===== src/rtl/dsd_pkg.sv =====
package dsd_pkg;

    typedef enum logic [1:0] {
        OP_ADD   = 2'd0,
        OP_CLEAR = 2'd1,
        OP_OWNER = 2'd2,
        OP_NONE  = 2'd3
    } dir_op_e;

    function automatic int ceil_div(input int num, input int den);
        return (num + den - 1) / den;
    endfunction

    function automatic int group_of(input int node, input int grp);
        return node / grp;
    endfunction

endpackage


===== src/rtl/dsd_match.sv =====
module dsd_match #(
    parameter int PTRS   = 2,
    parameter int ID_W   = 4,
    parameter int SLOT_W = 1
) (
    input  logic [PTRS-1:0]      vld,
    input  logic [PTRS*ID_W-1:0] body,
    input  logic [ID_W-1:0]      node,
    output logic                 hit,
    output logic                 full,
    output logic [SLOT_W-1:0]    free_idx
);
    logic [PTRS-1:0] slot_hit;

    for (genvar k = 0; k < PTRS; k++) begin : g_slot
        assign slot_hit[k] = vld[k] && (body[k*ID_W +: ID_W] == node);
    end

    assign hit  = |slot_hit;
    assign full = &vld;

    always_comb begin
        free_idx = '0;
        for (int k = PTRS - 1; k >= 0; k--) begin
            if (!vld[k]) free_idx = SLOT_W'(k);
        end
    end
endmodule


===== src/rtl/dsd_next.sv =====
module dsd_next
    import dsd_pkg::*;
#(
    parameter int PTRS   = 2,
    parameter int ID_W   = 4,
    parameter int SLOT_W = 1,
    parameter int GRP    = 2,
    parameter int GI_W   = 3
) (
    input  logic                 ovf,
    input  logic [PTRS-1:0]      vld,
    input  logic [PTRS*ID_W-1:0] body,
    input  logic                 cmd_valid,
    input  dir_op_e              op,
    input  logic [ID_W-1:0]      node,
    input  logic                 hit,
    input  logic                 full,
    input  logic [SLOT_W-1:0]    free_idx,
    output logic                 ovf_d,
    output logic [PTRS-1:0]      vld_d,
    output logic [PTRS*ID_W-1:0] body_d
);
    localparam int BODY_W = PTRS * ID_W;

    logic [BODY_W-1:0] conv_vec;

    // Coarse vector built from the current pointers plus the incoming node
    always_comb begin
        conv_vec = '0;
        for (int k = 0; k < PTRS; k++) begin
            conv_vec[GI_W'(group_of(int'(body[k*ID_W +: ID_W]), GRP))] = 1'b1;
        end
        conv_vec[GI_W'(group_of(int'(node), GRP))] = 1'b1;
    end

    always_comb begin
        ovf_d  = ovf;
        vld_d  = vld;
        body_d = body;
        if (cmd_valid) begin
            unique case (op)
                OP_CLEAR: begin
                    ovf_d  = 1'b0;
                    vld_d  = '0;
                    body_d = '0;
                end
                OP_OWNER: begin
                    ovf_d  = 1'b0;
                    vld_d  = PTRS'(1);
                    body_d = BODY_W'(node);
                end
                OP_ADD: begin
                    if (ovf) begin
                        body_d[GI_W'(group_of(int'(node), GRP))] = 1'b1;
                    end else if (hit) begin
                        body_d = body;
                    end else if (!full) begin
                        vld_d[free_idx]                = 1'b1;
                        body_d[free_idx*ID_W +: ID_W]  = node;
                    end else begin
                        ovf_d  = 1'b1;
                        vld_d  = '0;
                        body_d = conv_vec;
                    end
                end
                default: ;
            endcase
        end
    end
endmodule


===== src/rtl/dsd_expand.sv =====
module dsd_expand
    import dsd_pkg::*;
#(
    parameter int NODES = 16,
    parameter int PTRS  = 2,
    parameter int ID_W  = 4,
    parameter int GRP   = 2,
    parameter int GI_W  = 3,
    parameter int CNT_W = 5
) (
    input  logic                 ovf,
    input  logic [PTRS-1:0]      vld,
    input  logic [PTRS*ID_W-1:0] body,
    output logic [NODES-1:0]     mask,
    output logic [CNT_W-1:0]     count
);
    logic [NODES-1:0] ptr_mask;
    logic [NODES-1:0] vec_mask;

    for (genvar n = 0; n < NODES; n++) begin : g_node
        always_comb begin
            ptr_mask[n] = 1'b0;
            for (int k = 0; k < PTRS; k++) begin
                if (vld[k] && body[k*ID_W +: ID_W] == ID_W'(n)) ptr_mask[n] = 1'b1;
            end
        end
        assign vec_mask[n] = body[GI_W'(group_of(n, GRP))];
    end

    assign mask = ovf ? vec_mask : ptr_mask;

    always_comb begin
        count = '0;
        if (ovf) begin
            for (int n = 0; n < NODES; n++) count = count + CNT_W'(vec_mask[n]);
        end else begin
            for (int k = 0; k < PTRS; k++) count = count + CNT_W'(vld[k]);
        end
    end
endmodule


===== src/rtl/dsd_sharer_entry.sv =====
module dsd_sharer_entry
    import dsd_pkg::*;
#(
    parameter int NODES = 16,
    parameter int PTRS  = 2
) (
    input  logic                       clk,
    input  logic                       rst,
    input  logic                       cmd_valid,
    input  logic [1:0]                 cmd_op,
    input  logic [$clog2(NODES)-1:0]   cmd_node,
    output logic [NODES-1:0]           inval_mask,
    output logic [$clog2(NODES+1)-1:0] sharer_count,
    output logic                       coarse_mode
);
    localparam int ID_W   = $clog2(NODES);
    localparam int BODY_W = PTRS * ID_W;
    localparam int GRP    = ceil_div(NODES, BODY_W);
    localparam int GI_W   = (BODY_W > 1) ? $clog2(BODY_W) : 1;
    localparam int SLOT_W = (PTRS > 1) ? $clog2(PTRS) : 1;
    localparam int CNT_W  = $clog2(NODES + 1);

    logic              ovf_q, ovf_d;
    logic [PTRS-1:0]   vld_q, vld_d;
    logic [BODY_W-1:0] body_q, body_d;
    logic              hit, full;
    logic [SLOT_W-1:0] free_idx;
    dir_op_e           op;

    assign op = dir_op_e'(cmd_op);

    dsd_match #(.PTRS(PTRS), .ID_W(ID_W), .SLOT_W(SLOT_W)) u_match (
        .vld(vld_q), .body(body_q), .node(cmd_node),
        .hit(hit), .full(full), .free_idx(free_idx)
    );

    dsd_next #(.PTRS(PTRS), .ID_W(ID_W), .SLOT_W(SLOT_W), .GRP(GRP), .GI_W(GI_W)) u_next (
        .ovf(ovf_q), .vld(vld_q), .body(body_q),
        .cmd_valid(cmd_valid), .op(op), .node(cmd_node),
        .hit(hit), .full(full), .free_idx(free_idx),
        .ovf_d(ovf_d), .vld_d(vld_d), .body_d(body_d)
    );

    always_ff @(posedge clk) begin
        if (rst) begin
            ovf_q  <= 1'b0;
            vld_q  <= '0;
            body_q <= '0;
        end else begin
            ovf_q  <= ovf_d;
            vld_q  <= vld_d;
            body_q <= body_d;
        end
    end

    dsd_expand #(.NODES(NODES), .PTRS(PTRS), .ID_W(ID_W), .GRP(GRP), .GI_W(GI_W),
                 .CNT_W(CNT_W)) u_expand (
        .ovf(ovf_q), .vld(vld_q), .body(body_q),
        .mask(inval_mask), .count(sharer_count)
    );

    assign coarse_mode = ovf_q;
endmodule


===== config.mk =====
export PLATFORM = sky130hd
export DESIGN_NAME = dsd_sharer_entry
export DESIGN_NICKNAME = d
export VERILOG_FILES = /design/src/rtl/dsd_pkg.sv /design/src/rtl/dsd_match.sv /design/src/rtl/dsd_next.sv /design/src/rtl/dsd_expand.sv /design/src/rtl/dsd_sharer_entry.sv
export SDC_FILE = /design/constraint.sdc
export NUM_CORES = 1
export LEC_CHECK = 0
export ABC_CLOCK_PERIOD_IN_PS = 5500
export CAP_MARGIN = 20
export CORE_MARGIN = 2
export CORE_UTILIZATION = 55
export DETAILED_ROUTE_END_ITERATION = 7
export PLACE_DENSITY_LB_ADDON = 0.1
export RECOVER_POWER = 25
export REMOVE_ABC_BUFFERS = 1
export SYNTH_ARGS = -nofsm -noshare
export SYNTH_HDL_FRONTEND = slang
export SYNTH_SLANG_ARGS = --single-unit

===== constraint.sdc =====
create_clock -name clk -period 5.5 [get_ports clk]
set_input_delay 1.1 -clock clk [delete_from_list [all_inputs] [get_ports clk]]
set_output_delay 1.1 -clock clk [all_outputs]
set_load 0.05 [all_outputs]

## Word level (Yosys, flattened, before mapping)

Index checks and enable logic that the tools add are counted.

| storage, ports and cells | value |
|---|---|
| memory bits (read-only) | 0 |
| output and inout bits | 22 |
| bits in writable memories | 0 |
| flip-flop bits (word level) | 11 |
| logic and storage cells | 162 |
| memories kept | 0 |
| bits in latches | 0 |

| operators by class | value |
|---|---|
| divide/modulo/power cells | 0 |
| mux-type cells | 57 |
| reduce and logical (&&, ||, !) cells | 49 |
| multipliers | 0 |
| $add $sub $neg | 2 |
| eq/ne operators | 37 |
| magnitude comparators | 8 |
| bitwise logic cells | 4 |
| shifts and indexed selects | 2 |

Operators by type and width:

| operator | number |
|---|---|
| 4-bit equality test, second input constant | 16 |
| 1-bit two-way mux | 41 |
| 1-bit logical AND | 38 |
| 3-bit negator with 34-bit output | 1 |
| 4-bit by 34-bit variable shift with 8-bit output, first input constant | 1 |
| 4-bit by 34-bit variable part select with 8-bit output | 1 |
| 4-bit by 3-bit equality test with 1-bit output, second input constant | 8 |
| 8-bit two-way mux | 3 |
| 8-bit bitwise OR | 3 |
| 8-bit case mux with 3 select lines | 1 |
| 4-bit by 2-bit equality test with 1-bit output, second input constant | 4 |
| 16-bit two-way mux | 1 |
| 3-bit by 5-bit < comparator with 1-bit output, second input constant | 3 |
| 1-bit demux with 3-bit select | 3 |
| 3-bit by 1-bit >= comparator with 1-bit output, second input constant | 3 |
| 8-bit bitwise mux | 1 |
| 4-bit by 1-bit equality test with 1-bit output, second input constant | 2 |
| 4-bit equality test | 2 |
| 4-bit logical NOT | 2 |
| 2-bit two-way mux | 3 |
| 2-bit case mux with 3 select lines | 1 |
| 5-bit two-way mux | 1 |
| 2-bit != test, second input constant | 2 |
| 2-bit AND reduction | 2 |
| other kinds (15) | 16 |

## Depth between registers and ports, before layout

| logic depth | value |
|---|---|
| word-level depth | 11 |
| mapped depth | 8 |

## By module

From an unflattened synthesis, not the netlist that was laid out.

| unflattened totals | value |
|---|---|
| cell total of the unflattened synthesis | 186 |
| area, all modules | 1,431.4 sq um |

By module, submodules not included:

| module | cells each | area an instance (sq um) | sequential area each (sq um) | times used |
|---|---|---|---|---|
| dsd_next | 83 | 568.0 | 0.0 | 1 |
| dsd_expand | 63 | 414.1 | 0.0 | 1 |
| dsd_sharer_entry | 23 | 337.8 | 220.2 | 1 |
| dsd_match | 17 | 111.4 | 0.0 | 1 |

## Least setup slack after synthesis

Ideal clock, no wire load.

| timing path | value |
|---|---|
| path kind | reg2out |
| start point | register ovf_q, in the netlist coarse_mode |
| end point | output inval_mask[2] |
| arrival time | 2.286 ns |
| cell stages (with the launch flop) | 4 |
| required time | 4.400 ns |
| path slack | 2.114 ns |
| buffers on the path | 1 |
| cells stage by stage | dfxtp_1 > clkbuf_1 > or3_1 > o32ai_1 |

| on the way | value |
|---|---|
| longest elaborated chain between the ends | 1 |

RTL lines:

| what | line | RTL |
|---|---|---|
| start: declaration | dsd_sharer_entry.sv:23 | `logic ovf_q, ovf_d;` |
| start signal: assignment | dsd_sharer_entry.sv:50 | `ovf_q <= ovf_d;` |
| 16-bit two-way mux | dsd_expand.sv:30 | `assign mask = ovf ? vec_mask : ptr_mask;` |
| end: declaration | dsd_sharer_entry.sv:12 | `output logic [NODES-1:0] inval_mask,` |

Every way passes these cells. The select of a mux whose other input is x is not followed.

## Worst setup path in the final report

Ends and elaborated chain as after synthesis.

==> impl_metrics.toml <==
[critical_path]
cpPeakStageDelay_ns = 0.86
arrival_ns = 2.56
cp_cell_sequence = "or3_1 -> o32ai_1 -> clkdlybuf4s50_1"
required_ns = 4.40
critical-path-slowest-cell = "clkdlybuf4s50_1"
cp_max_fo = 32
crit_path_start_kind = "flip-flop"
cp-end-kind = "output pin"
crit_type = "flip-flop to output pin"

[floorplanning]
start_util_pct = 58.3
coreArea_um2 = 2480
die_area_um2 = 3050
rows = 18
ios = 31
chipWidth_um = 55.2
die_height_um = 55.2

[synth]
synthArstFlopShare_pct = 0
synth_area_um2 = 1440
synth_edf_count = 0
postSynthCellCount = 208
avgSynthCellArea_um2 = 6.94
ys_seq_area_share_pct = 15.3
synth_ff_type = "dfxtp_1"
synth-seq-cells = 11
yosysWarnings = 0
synth_cell_type_count = 53

[job]
maxCapViolations = 0

[placed_design]
gp_congestion = 0.959
io_buffers = 27
dp_hpwl_um = 2880
postPlaceCellArea_um2 = 1620

[route]
ant_nets = 0
drt_iter0_drc = 92
via_per_inst = 6.64
first_pass_iters = 5
routedWlPerCell_um = 16.3
totalWireLength_um = 4040
drcViolationCount = 0
dr_total_vias = 1647

[cells_and_area]
diodes = 0
final_nets = 233
drive_gt1_share_pct = 4.13
design_area_um2 = 1630
final_util_pct = 65.8
mostFrequentLayoutCell = "clkdlybuf4s50_1"
area_growth_syn_to_layout_pct = 12.9
layout_common_cells = "clkdlybuf4s50_1, nor2_1, nand2_1, dfxtp_1"

[clock_network]
htreeDepth = 1
clk_pin_slew_worst_paths_ns = 0.09
cts_resized = 0
clock_path_buffers = 2
cts.sinks = 11
clock_latency_ns = 0.29
cts_buffers = 3
cts_tree = "built"
post-cts-setup-buffer-count = 0
clockRootBuffer = "clkbuf_4"
cts_hold_buf = 0

[timing]
post-route-period-util_pct = 66.6
finalSetupViolCount = 0
fin_tns_setup_ns = 0
slew_violations = 0
whs_ns = 0.606
tightest_slew_ns = 1.02
relSlewSlack_pct = 32.0
finalHoldViolations = 0
finalClockSkew_ns = 0.00525
fmax_mhz = 273
period_needed_ns = 3.66
rsz0062_at_grt = "false"

[pwr]
irDropWorstVdd_v = 0.000113
p_total_w = 0.000231
p_int_w = 0.000139
p_seq_share_pct = 40.1
clkPwrFrac_pct = 26.8
pwr-share-comb_pct = 33.0
power.share.switching_pct = 39.8
power.leakage_nw = 0.620
power_density_nw_per_um2 = 142
p_sw_w = 0.0000921

[run_status]
status = "complete, no violations"

[global_routing]
grt_antenna_before_repair = 0
grt.total_usage_pct = 26.4
use_met3_pct = 4.68
grt_max_degree = 33
grt_util_met2_pct = 40.6
grt_pass1_vias = 1405
grt_util_met1_pct = 36.2
grt_overflow_total = 0
grt_pass1_wl_um = 6670
busiest_layer = "met2"

[min_path]
hp-class = "flip-flop to flip-flop"
[kinds of logic after synthesis]
family                     synth area share (%)
and+or+nand+nor                            29.6
AOI/OAI and AO/OA                          28.7
buffers and inverters                      12.7
DFF                                        15.3
xor gates and xnor gates                   4.85
muxes                                      4.33
adders and majority gates                  4.33
other                                     0.260
[path summary, 6_finish.rpt]
path	from	end	slack [ns]	cells after the start
setup / recovery	coarse_mode	inval_mask[2]	1.84	3
hold / removal	body_q[4]	body_q[4]	0.61	2
setup reg to reg	coarse_mode	body_q[2]	3.18	4
hold reg to reg	body_q[4]	body_q[4]	0.61	2
[power groups by stage]
| stage | combinational [W] | clock, W | sequential, W |
|---|---|---|---|
| floorplan | 0.0000537 | 0 | 0.0000911 |
| global placement | 0.0000760 | 0 | 0.0000938 |
| detailed placement | 0.0000768 | 0 | 0.0000943 |
| CTS | 0.0000772 | 0.0000614 | 0.0000923 |
| global route | 0.0000829 | 0.0000660 | 0.0000937 |
| finish | 0.0000764 | 0.0000621 | 0.0000929 |
[through the flow]
stage / setup slack [ns] / std cells
after detailed placement: 2.19 / 244
after CTS: 1.88 / 248
final: 1.84 / 248
after floorplan: 2.02 / 187
after global placement: 2.30 / 244
after global routing: 1.71 / 248
[critical path, delay by kind of cell, from the launching register on]
| kind | cells | cell delay (ns) |
|---|---|---|
| simple gates | 1 | 0.48 |
| buf+inv | 1 | 0.86 |
| compound gates | 1 | 0.28 |
| flops | 1 | 0.64 |
[per-layer routing]
metal | wire [um] | part of all wire, %
met5 | 0 | 0
met2 | 1930 | 48
met1 | 1660 | 41
met3 | 370 | 9.2
met4 | 80 | 2.0
[cell usage after synthesis, drive strengths merged, types with 2 or more instances]
cell | count | area share [%]
a22oi | 4 | 2.1
a211oi | 4 | 2.4
a32oi | 2 | 1.2
o31ai | 2 | 1.0
buf | 15 | 7.7
and3 | 5 | 2.5
nor2 | 24 | 6.4
ha | 5 | 4.3
o21ai | 10 | 3.5
nor2b | 8 | 3.5
mux2 | 2 | 1.6
nand2 | 21 | 5.5
xor2 | 7 | 4.2
nor3 | 9 | 3.8
dfxtp | 11 | 15
or3 | 2 | 0.87
inv | 10 | 2.6
a31oi | 4 | 1.7
a21oi | 9 | 3.1
nand4 | 5 | 2.2
and2 | 2 | 0.87
nand3 | 6 | 2.1
nand2b | 2 | 0.87
o2bb2ai | 4 | 2.4
clkbuf | 8 | 2.1
a221oi | 3 | 1.8
o21bai | 2 | 1.0
mux2i | 4 | 2.8
[flip-flops by register name (all words and copies together) (netlist names)]
| register | count |
|---|---|
| body_q | 8 |
| coarse_mode | 1 |
| vld_q | 2 |
[area by class of cell]
type / instances / area [um2]
Clock buffer: 4 / 26.3
Fill cell: 223 / 847
Inverter: 11 / 41.3
Multi-Input combinational cell: 165 / 1030
Sequential cell: 11 / 220
Tap cell: 30 / 37.5
Timing Repair Buffer: 27 / 270
Note: power is estimated with default switching activity, not from simulation.
